==> config.mk <==
export PLATFORM = sky130hd
export DESIGN_NAME = dma_xfer_channel
export DESIGN_NICKNAME = d
export VERILOG_FILES = /design/src/rtl/dma_chan_pkg.sv /design/src/rtl/dma_addr_unit.sv /design/src/rtl/dma_xfer_counter.sv /design/src/rtl/dma_chan_fsm.sv /design/src/rtl/dma_xfer_channel.sv
export SDC_FILE = /design/constraint.sdc
export NUM_CORES = 1
export LEC_CHECK = 0
export CAP_MARGIN = 20
export CORE_MARGIN = 3
export CORE_UTILIZATION = 40
export DETAILED_ROUTE_END_ITERATION = 16
export DONT_BUFFER_PORTS = 1
export GPL_ROUTABILITY_DRIVEN = 0
export SYNTH_ARGS = -nofsm -noshare
export SYNTH_HDL_FRONTEND = slang
export SYNTH_SLANG_ARGS = --single-unit
==> constraint.sdc <==
create_clock -name clk -period 4.8 [get_ports clk]
set_input_delay 1.44 -clock clk [delete_from_list [all_inputs] [get_ports clk]]
set_output_delay 1.44 -clock clk [all_outputs]
set_load 0.02 [all_outputs]
==> src/rtl/dma_chan_pkg.sv <==
package dma_chan_pkg;

    typedef enum logic [1:0] {
        ST_IDLE  = 2'd0,
        ST_READ  = 2'd1,
        ST_WRITE = 2'd2
    } chan_state_t;

    localparam logic [1:0] AM_HOLD = 2'd0;
    localparam logic [1:0] AM_INC  = 2'd1;
    localparam logic [1:0] AM_DEC  = 2'd2;

endpackage

==> src/rtl/dma_addr_unit.sv <==
module dma_addr_unit #(
    parameter int AW = 24
) (
    input  logic          clk,
    input  logic          rst,
    input  logic          load,
    input  logic [AW-1:0] load_val,
    input  logic [1:0]    mode,
    input  logic          word,
    input  logic          step,
    output logic [AW-1:0] cur
);
    import dma_chan_pkg::*;

    localparam logic [AW-1:0] STEP_B = AW'(1);
    localparam logic [AW-1:0] STEP_W = AW'(2);

    logic [AW-1:0] stride;

    always_comb begin
        stride = word ? STEP_W : STEP_B;
    end

    always_ff @(posedge clk) begin
        if (rst) begin
            cur <= '0;
        end else if (load) begin
            cur <= load_val;
        end else if (step) begin
            unique case (mode)
                AM_INC:  cur <= cur + stride;
                AM_DEC:  cur <= cur - stride;
                default: cur <= cur;
            endcase
        end
    end


    hold_mode_chk: assert property (@(posedge clk) disable iff (rst)
        (step && !load && (mode == 2'd0 || mode == 2'd3)) |=> $stable(cur));

endmodule

==> src/rtl/dma_xfer_counter.sv <==
module dma_xfer_counter #(
    parameter int CW = 16
) (
    input  logic          clk,
    input  logic          rst,
    input  logic          load,
    input  logic [CW-1:0] load_val,
    input  logic          dec,
    output logic          last
);
    localparam logic [CW-1:0] ONE = CW'(1);

    logic [CW-1:0] remain;

    always_ff @(posedge clk) begin
        if (rst) begin
            remain <= '0;
        end else if (load) begin
            remain <= load_val;
        end else if (dec) begin
            remain <= remain - ONE;
        end
    end

    always_comb begin
        last = (remain == ONE);
    end


    count_hold_chk: assert property (@(posedge clk) disable iff (rst)
        (!load && !dec) |=> $stable(remain));

endmodule

==> src/rtl/dma_chan_fsm.sv <==
module dma_chan_fsm
    import dma_chan_pkg::*;
(
    input  logic clk,
    input  logic rst,
    input  logic cfg_load,
    input  logic cfg_irq_en,
    input  logic irq_clr,
    input  logic xfer_req,
    input  logic bus_rdy,
    input  logic last,
    output logic load_ok,
    output logic bus_req,
    output logic bus_we,
    output logic rd_latch,
    output logic wr_done,
    output logic chan_en,
    output logic irq
);
    chan_state_t state, state_nx;
    logic        irq_en_q;
    logic        start;

    always_comb begin
        load_ok  = cfg_load && (state == ST_IDLE);
        start    = chan_en && xfer_req && !cfg_load;
        state_nx = state;
        unique case (state)
            ST_IDLE:  if (start)   state_nx = ST_READ;
            ST_READ:  if (bus_rdy) state_nx = ST_WRITE;
            ST_WRITE: if (bus_rdy) state_nx = ST_IDLE;
            default:               state_nx = ST_IDLE;
        endcase
    end

    always_ff @(posedge clk) begin
        if (rst) state <= ST_IDLE;
        else     state <= state_nx;
    end

    always_comb begin
        bus_req  = (state == ST_READ) || (state == ST_WRITE);
        bus_we   = (state == ST_WRITE);
        rd_latch = (state == ST_READ) && bus_rdy;
        wr_done  = (state == ST_WRITE) && bus_rdy;
    end

    always_ff @(posedge clk) begin
        if (rst) begin
            chan_en  <= 1'b0;
            irq      <= 1'b0;
            irq_en_q <= 1'b0;
        end else if (load_ok) begin
            chan_en  <= 1'b1;
            irq      <= 1'b0;
            irq_en_q <= cfg_irq_en;
        end else if (wr_done && last) begin
            chan_en <= 1'b0;
            if (irq_en_q) irq <= 1'b1;
        end else if (irq_clr) begin
            irq <= 1'b0;
        end
    end


    en_drop_chk: assert property (@(posedge clk) disable iff (rst)
        (wr_done && last) |=> !chan_en);


    req_needs_en_chk: assert property (@(posedge clk) disable iff (rst)
        bus_req |-> chan_en);


    idle_stays_chk: assert property (@(posedge clk) disable iff (rst)
        (state == ST_IDLE && !start) |=> !bus_req);


    irq_cause_chk: assert property (@(posedge clk) disable iff (rst)
        $rose(irq) |-> $past(wr_done && last && irq_en_q));

endmodule

==> src/rtl/dma_xfer_channel.sv <==
module dma_xfer_channel #(
    parameter int AW    = 24,
    parameter int DW    = 16,
    parameter int CNT_W = 16
) (
    input  logic             clk,
    input  logic             rst,
    input  logic             cfg_load,
    input  logic [AW-1:0]    cfg_src,
    input  logic [AW-1:0]    cfg_dst,
    input  logic [CNT_W-1:0] cfg_count,
    input  logic [1:0]       cfg_src_mode,
    input  logic [1:0]       cfg_dst_mode,
    input  logic             cfg_word,
    input  logic             cfg_irq_en,
    input  logic             irq_clr,
    input  logic             xfer_req,
    output logic             bus_req,
    output logic             bus_we,
    output logic [AW-1:0]    bus_addr,
    output logic [DW-1:0]    bus_wdata,
    input  logic [DW-1:0]    bus_rdata,
    input  logic             bus_rdy,
    output logic             chan_en,
    output logic             irq
);
    localparam int BW = DW / 2;

    logic          load_ok, rd_latch, wr_done, last;
    logic          word_q;
    logic [1:0]    smode_q, dmode_q;
    logic [AW-1:0] src_cur, dst_cur, raw_addr;
    logic [DW-1:0] data_q;

    always_ff @(posedge clk) begin
        if (rst) begin
            word_q  <= 1'b0;
            smode_q <= '0;
            dmode_q <= '0;
        end else if (load_ok) begin
            word_q  <= cfg_word;
            smode_q <= cfg_src_mode;
            dmode_q <= cfg_dst_mode;
        end
    end

    dma_chan_fsm u_fsm (
        .clk        (clk),
        .rst        (rst),
        .cfg_load   (cfg_load),
        .cfg_irq_en (cfg_irq_en),
        .irq_clr    (irq_clr),
        .xfer_req   (xfer_req),
        .bus_rdy    (bus_rdy),
        .last       (last),
        .load_ok    (load_ok),
        .bus_req    (bus_req),
        .bus_we     (bus_we),
        .rd_latch   (rd_latch),
        .wr_done    (wr_done),
        .chan_en    (chan_en),
        .irq        (irq)
    );

    dma_addr_unit #(.AW(AW)) u_src (
        .clk      (clk),
        .rst      (rst),
        .load     (load_ok),
        .load_val (cfg_src),
        .mode     (smode_q),
        .word     (word_q),
        .step     (wr_done),
        .cur      (src_cur)
    );

    dma_addr_unit #(.AW(AW)) u_dst (
        .clk      (clk),
        .rst      (rst),
        .load     (load_ok),
        .load_val (cfg_dst),
        .mode     (dmode_q),
        .word     (word_q),
        .step     (wr_done),
        .cur      (dst_cur)
    );

    dma_xfer_counter #(.CW(CNT_W)) u_cnt (
        .clk      (clk),
        .rst      (rst),
        .load     (load_ok),
        .load_val (cfg_count),
        .dec      (wr_done),
        .last     (last)
    );

    always_ff @(posedge clk) begin
        if (rst) begin
            data_q <= '0;
        end else if (rd_latch) begin
            data_q <= word_q ? bus_rdata : {{(DW-BW){1'b0}}, bus_rdata[BW-1:0]};
        end
    end

    always_comb begin
        raw_addr  = bus_we ? dst_cur : src_cur;
        bus_addr  = {raw_addr[AW-1:1], raw_addr[0] & ~word_q};
        bus_wdata = data_q;
    end


    word_even_chk: assert property (@(posedge clk) disable iff (rst)
        (bus_req && word_q) |-> (bus_addr[0] == 1'b0));


    wait_hold_chk: assert property (@(posedge clk) disable iff (rst)
        (bus_req && !bus_rdy) |=> (bus_req && $stable(bus_addr) && $stable(bus_we)));

endmodule

== Yosys cells after proc, flatten, opt, wreduce, memory -nomap -nowiden ==
Index checks and enable logic that the tools add are counted.
Word-level totals
  register bits: 90
  input port bits: 92
Cells by class
  eq/ne operators: 11
  multiplexer cells: 20
  bitwise logic cells: 2
  $add $sub $neg: 5
  reductions and logical operators: 19
Operators by type and width (count)
  $mux W24: 5
  $pmux W24 S2: 2
  $add A24 B24 Y24: 2
  $mux W16: 3
  $sub A24 B24 Y24: 2
  $eq A16 B1 Y1 const B: 1
  $sub A16 B1 Y16 const B: 1
  $mux W2: 4
  $eq A2 B1 Y1 const B: 3
  $eq A2 B2 Y1 const B: 3
  $logic_and A1 B1 Y1: 6
  $ne A2 B1 Y1 const B: 3
  $pmux W2 S3: 1
  $reduce_and A2 Y1: 3
  $reduce_bool A2 Y1: 3
  $reduce_bool A3 Y1: 2
  $mux W1: 5
  $reduce_and A3 Y1: 1
  $logic_not A2 Y1: 1
  $ne A2 B2 Y1 const B: 1
  $reduce_or A2 Y1: 1
  $and A1 B1 Y1: 1
  $logic_not A1 Y1: 1
  $logic_or A1 B1 Y1: 1
  $not A1 Y1: 1

== Logic depth before layout (Yosys ltp) ==
  depth after elaboration: 5
  gate-level depth with buffers: 14

== By module ==
From an unflattened synthesis, not the netlist that was laid out.
Second synthesis, totals
  cells, all modules: 884
  area total of the unflattened synthesis: 7036.7 µm²
By module, submodules not included
  dma_addr_unit: cells each 319, instances 2, area each 2323.5 µm², seq. area each 480.5 µm²
  dma_xfer_channel: cells each 105, instances 1, area each 1157.4 µm², seq. area each 420.4 µm²
  dma_xfer_counter: cells each 106, instances 1, area each 904.6 µm², seq. area each 320.3 µm²
  dma_chan_fsm: cells each 35, instances 1, area each 327.8 µm², seq. area each 100.1 µm²

== Worst setup path after synthesis ==
OpenSTA, ideal clock, no wires.
  path type: flip-flop to flip-flop
  start: reg smode_q[0]
  end: reg u_src.cur[18]
  path buffers: 4
  arrival: 3.185 ns
  slack: 1.471 ns
  stages on the path, launching flop included: 15
  library setup time: 0.143 ns
  cells stage by stage: dfxtp_1 -> nand2b_1 -> buf_2 -> buf_2 -> buf_1 -> nor2_1 -> fa_1 -> or3_1 -> buf_2 -> nor3_2 -> o22ai_1 -> nor3b_1 -> a2111o_1 -> o2111ai_1 -> a41oi_1
On the way
  longest elaborated chain between the ends: 4
  elaborated cells on any way between the ends: 7
  classes of those cells: 2 x eq/ne; 3 x mux; 2 x reduce/logical
Ends and longest elaborated chain
  from (decl): line dma_xfer_channel.sv:31  | logic [1:0] smode_q, dmode_q;
  from (signal assigned): line dma_xfer_channel.sv:42  | smode_q <= cfg_src_mode;
  $eq A2 B2 Y1 / $eq A2 B1 Y1 (equally long branches): line dma_addr_unit.sv:30  | unique case (mode)
  $pmux W24 S2: line dma_addr_unit.sv:30
  $mux W24: line dma_addr_unit.sv:29  | end else if (step) begin
  $mux W24: line dma_addr_unit.sv:27  | end else if (load) begin
  to (signal assigned): line dma_addr_unit.sv:28  | cur <= load_val;
  to (signal assigned): line dma_addr_unit.sv:31  | AM_INC: cur <= cur + stride;
  to (signal assigned): line dma_addr_unit.sv:32  | AM_DEC: cur <= cur - stride;
  to (decl): line dma_addr_unit.sv:11  | output logic [AW-1:0] cur
Parallel ways exist; a longest one is shown, timed or not. The select of a mux whose other input is x is not followed.
A chain may end at the register's enable or synchronous reset.

== Worst setup path after layout ==
  start: reg u_fsm.state[0]
  end: out bus_addr[1]
On the way
  longest elaborated chain between the ends: 2
Ends and longest elaborated chain
  from (decl): line dma_chan_fsm.sv:20  | chan_state_t state, state_nx;
  from (signal assigned): line dma_chan_fsm.sv:38  | else state <= state_nx;
  $eq A2 B2 Y1: line dma_chan_fsm.sv:43  | bus_we = (state == ST_WRITE);
  net bus_we: line dma_xfer_channel.sv:19  | output logic bus_we,
  $mux W24: line dma_xfer_channel.sv:105  | raw_addr = bus_we ? dst_cur : src_cur;
  to (decl): line dma_xfer_channel.sv:20  | output logic [AW-1:0] bus_addr,
The timed path passes the listed nets, and every way through them passes these cells.

==> reports/metrics.cfg <==
[setup_path]
critical-path-top-delay-family=adder cells
slowest_stage=ha_1
cp.arrival_ns=2.15
cp.required_ns=3.36
slowest_delay_ns=0.50
cp-end-kind=output port
crit_buf_inv=2
worstPathMaxFanout=20
worstPathCellList=inv_1 -> ha_1 -> buf_4 -> mux2_2
start_kind=flop
r2r_slack_ns=1.42
crit_type=reg2out

[logic_synthesis]
yosys_warnings=0
syn_nets=961
ys.flop_type=dfxtp_1
synthCells=856
synth_area_um2=6410
synth-edff-count=0
ys_types=75
synthArstFlopShare_pct=0
avgSynthCellArea_um2=7.49
seq_area_frac_synth_pct=28.1
ys_ff_latch=90

[min_path]
hp-class=reg2reg

[sta]
finalHoldViolations=0
max_freq_mhz=279
finalSetupTns_ns=0
layout_setup_ws_ns=1.21
maxSlewHeadroom_pct=35.8
maxSlewViolCount=0
tightest_slew_ns=0.963
setup_violations=0
fin_skew_ns=0.00939
fin_crit_ns=3.59
fin_crit_sh_pct=74.7
rsz0062_at_grt=false

[outcome]
outcome=finished clean

[die]
start_util_pct=41.6
die_area_um2=17600
die_w_um=133
rows=45
coreArea_um2=15400
die-height_um=133
ios=136

[clock_network]
cts_tree=done
cts_buffer_depth=2
holdBufCountCts=0
worst_skew_pair.late_latency_ns=0.35
clkTransAtPathRegs_ns=0.06
root_buffer=clkbuf_16
cts_made_buffers=9
clock-sinks=90
htree_levels=3
cts_resized=0
postCtsSetupRepairBufs=0

[cells_and_area]
final_cell_mix=98 x nand2_1, 91 x nor2_1, 90 x dfxtp_1
fin_util_pct=43.9
final_common_cell=nand2_1
syn_to_final_growth_pct=5.66
nNetsFinal=907
diodes=0
drive_gt1_share_pct=8.43
n_fill_cell=1625

[route]
drtAntennaViolNets=0
via_per_inst=6.00
dr.pass1.iters=7
vias=6104
finalWirelength_um=19900
drt-initial-drc-count=554
wire_per_inst_um=19.6
drc_errors=0

[global_routing]
grt_pass1_wl_um=31700
grt_max_degree=93
grt_usage_pct=22.2
grt_pass1_vias=5677
gr-total-overflow=0
antenna_found_initial=0

[placed_design]
place_hpwl_um=14200
pre_cts_slack_ns=1.39
numPortBuffers=0

[power]
total_power_uw=3030
irDropWorstVdd_mv=0.556
p_leak_uw=0.00221
powerDensity_nw_per_um2=447

[run]
cap_violations=0

==> area by class of cell <==
type | count | area [um^2] | area share, %
clock buffers | 11 | 243 | 3.58
inverters | 17 | 63.8 | 0.942
flip-flops and latches | 90 | 1800 | 26.6
repair buffers | 10 | 75.1 | 1.11
multi-input cells | 674 | 4240 | 62.6
well taps | 211 | 264 | 3.90
clock inverters | 5 | 85.1 | 1.26
==> power breakdown <==
group          total [uW]  internal, uW  switching [uW]
registers            1160           889             276
clock network         795           475             321
logic                1070           399             673
==> registers in the layout (all words and copies together) (netlist names), 2 cells and up <==
signal / count
u_dst.cur: 24
u_src.cur: 24
bus_wdata: 16
u_cnt.remain: 16
dmode_q: 2
smode_q: 2
u_fsm.state: 2
==> through the flow <==
step	hold slack [ns]	instances	area [um^2]
floorplan	0.437	856	6410
global placement	0.442	1002	6450
detailed placement	0.448	1002	6450
CTS	0.457	1018	6780
global route	0.508	1018	6780
finish	0.461	1018	6780
==> path summary, 6_finish.rpt <==
check,to,cells past startpoint,start
setup / recovery,bus_addr[1],4,u_fsm.state[0]
hold / removal,u_fsm.irq_en_q,2,u_fsm.irq_en_q
setup reg to reg,u_dst.cur[20],11,dmode_q[0]
hold reg to reg,u_fsm.irq_en_q,2,u_fsm.irq_en_q
==> per-layer routing <==
layer | GRT usage [%] | share of wire, %
met1 | 30.6 | 45
met5 | 0 | 0
met4 | 6.81 | 2.0
met2 | 34.6 | 46
met3 | 5.02 | 7.3
==> cell families after synthesis <==
| kind of cell | synth area share, % |
|---|---|
| muxes | 6.69 |
| xor gates and xnor gates | 5.74 |
| AOI/OAI and AO/OA | 19.3 |
| and+or+nand+nor | 31.6 |
| adders and majority gates | 2.77 |
| DFF | 28.1 |
| buffers and inverters | 5.85 |
==> worst reg2reg max path: stages (launching register included) <==
cell      delay (ns)
dfxtp_1         0.44
nand2b_1        0.14
buf_4           0.30
nor2_1          0.13
fa_1            0.56
nor3_1          0.41
nor2_1          0.10
or3_1           0.32
a21oi_1         0.23
a32oi_1         0.13
and4_1          0.25
a311o_1         0.27
==> cell usage after synthesis, drive strengths merged (22+ instances only) <==
cell	instances	area [um^2]
nand2	99	372
nor2	91	342
dfxtp	90	1800
a21oi	56	288
clkbuf	52	195
nand3	40	205
nor3	37	200
a211oi	32	240
o21ai	28	140
xnor2	25	219
buf	23	116
mux2	23	259
or3	22	143
Note: power is estimated with default switching activity, not from simulation.
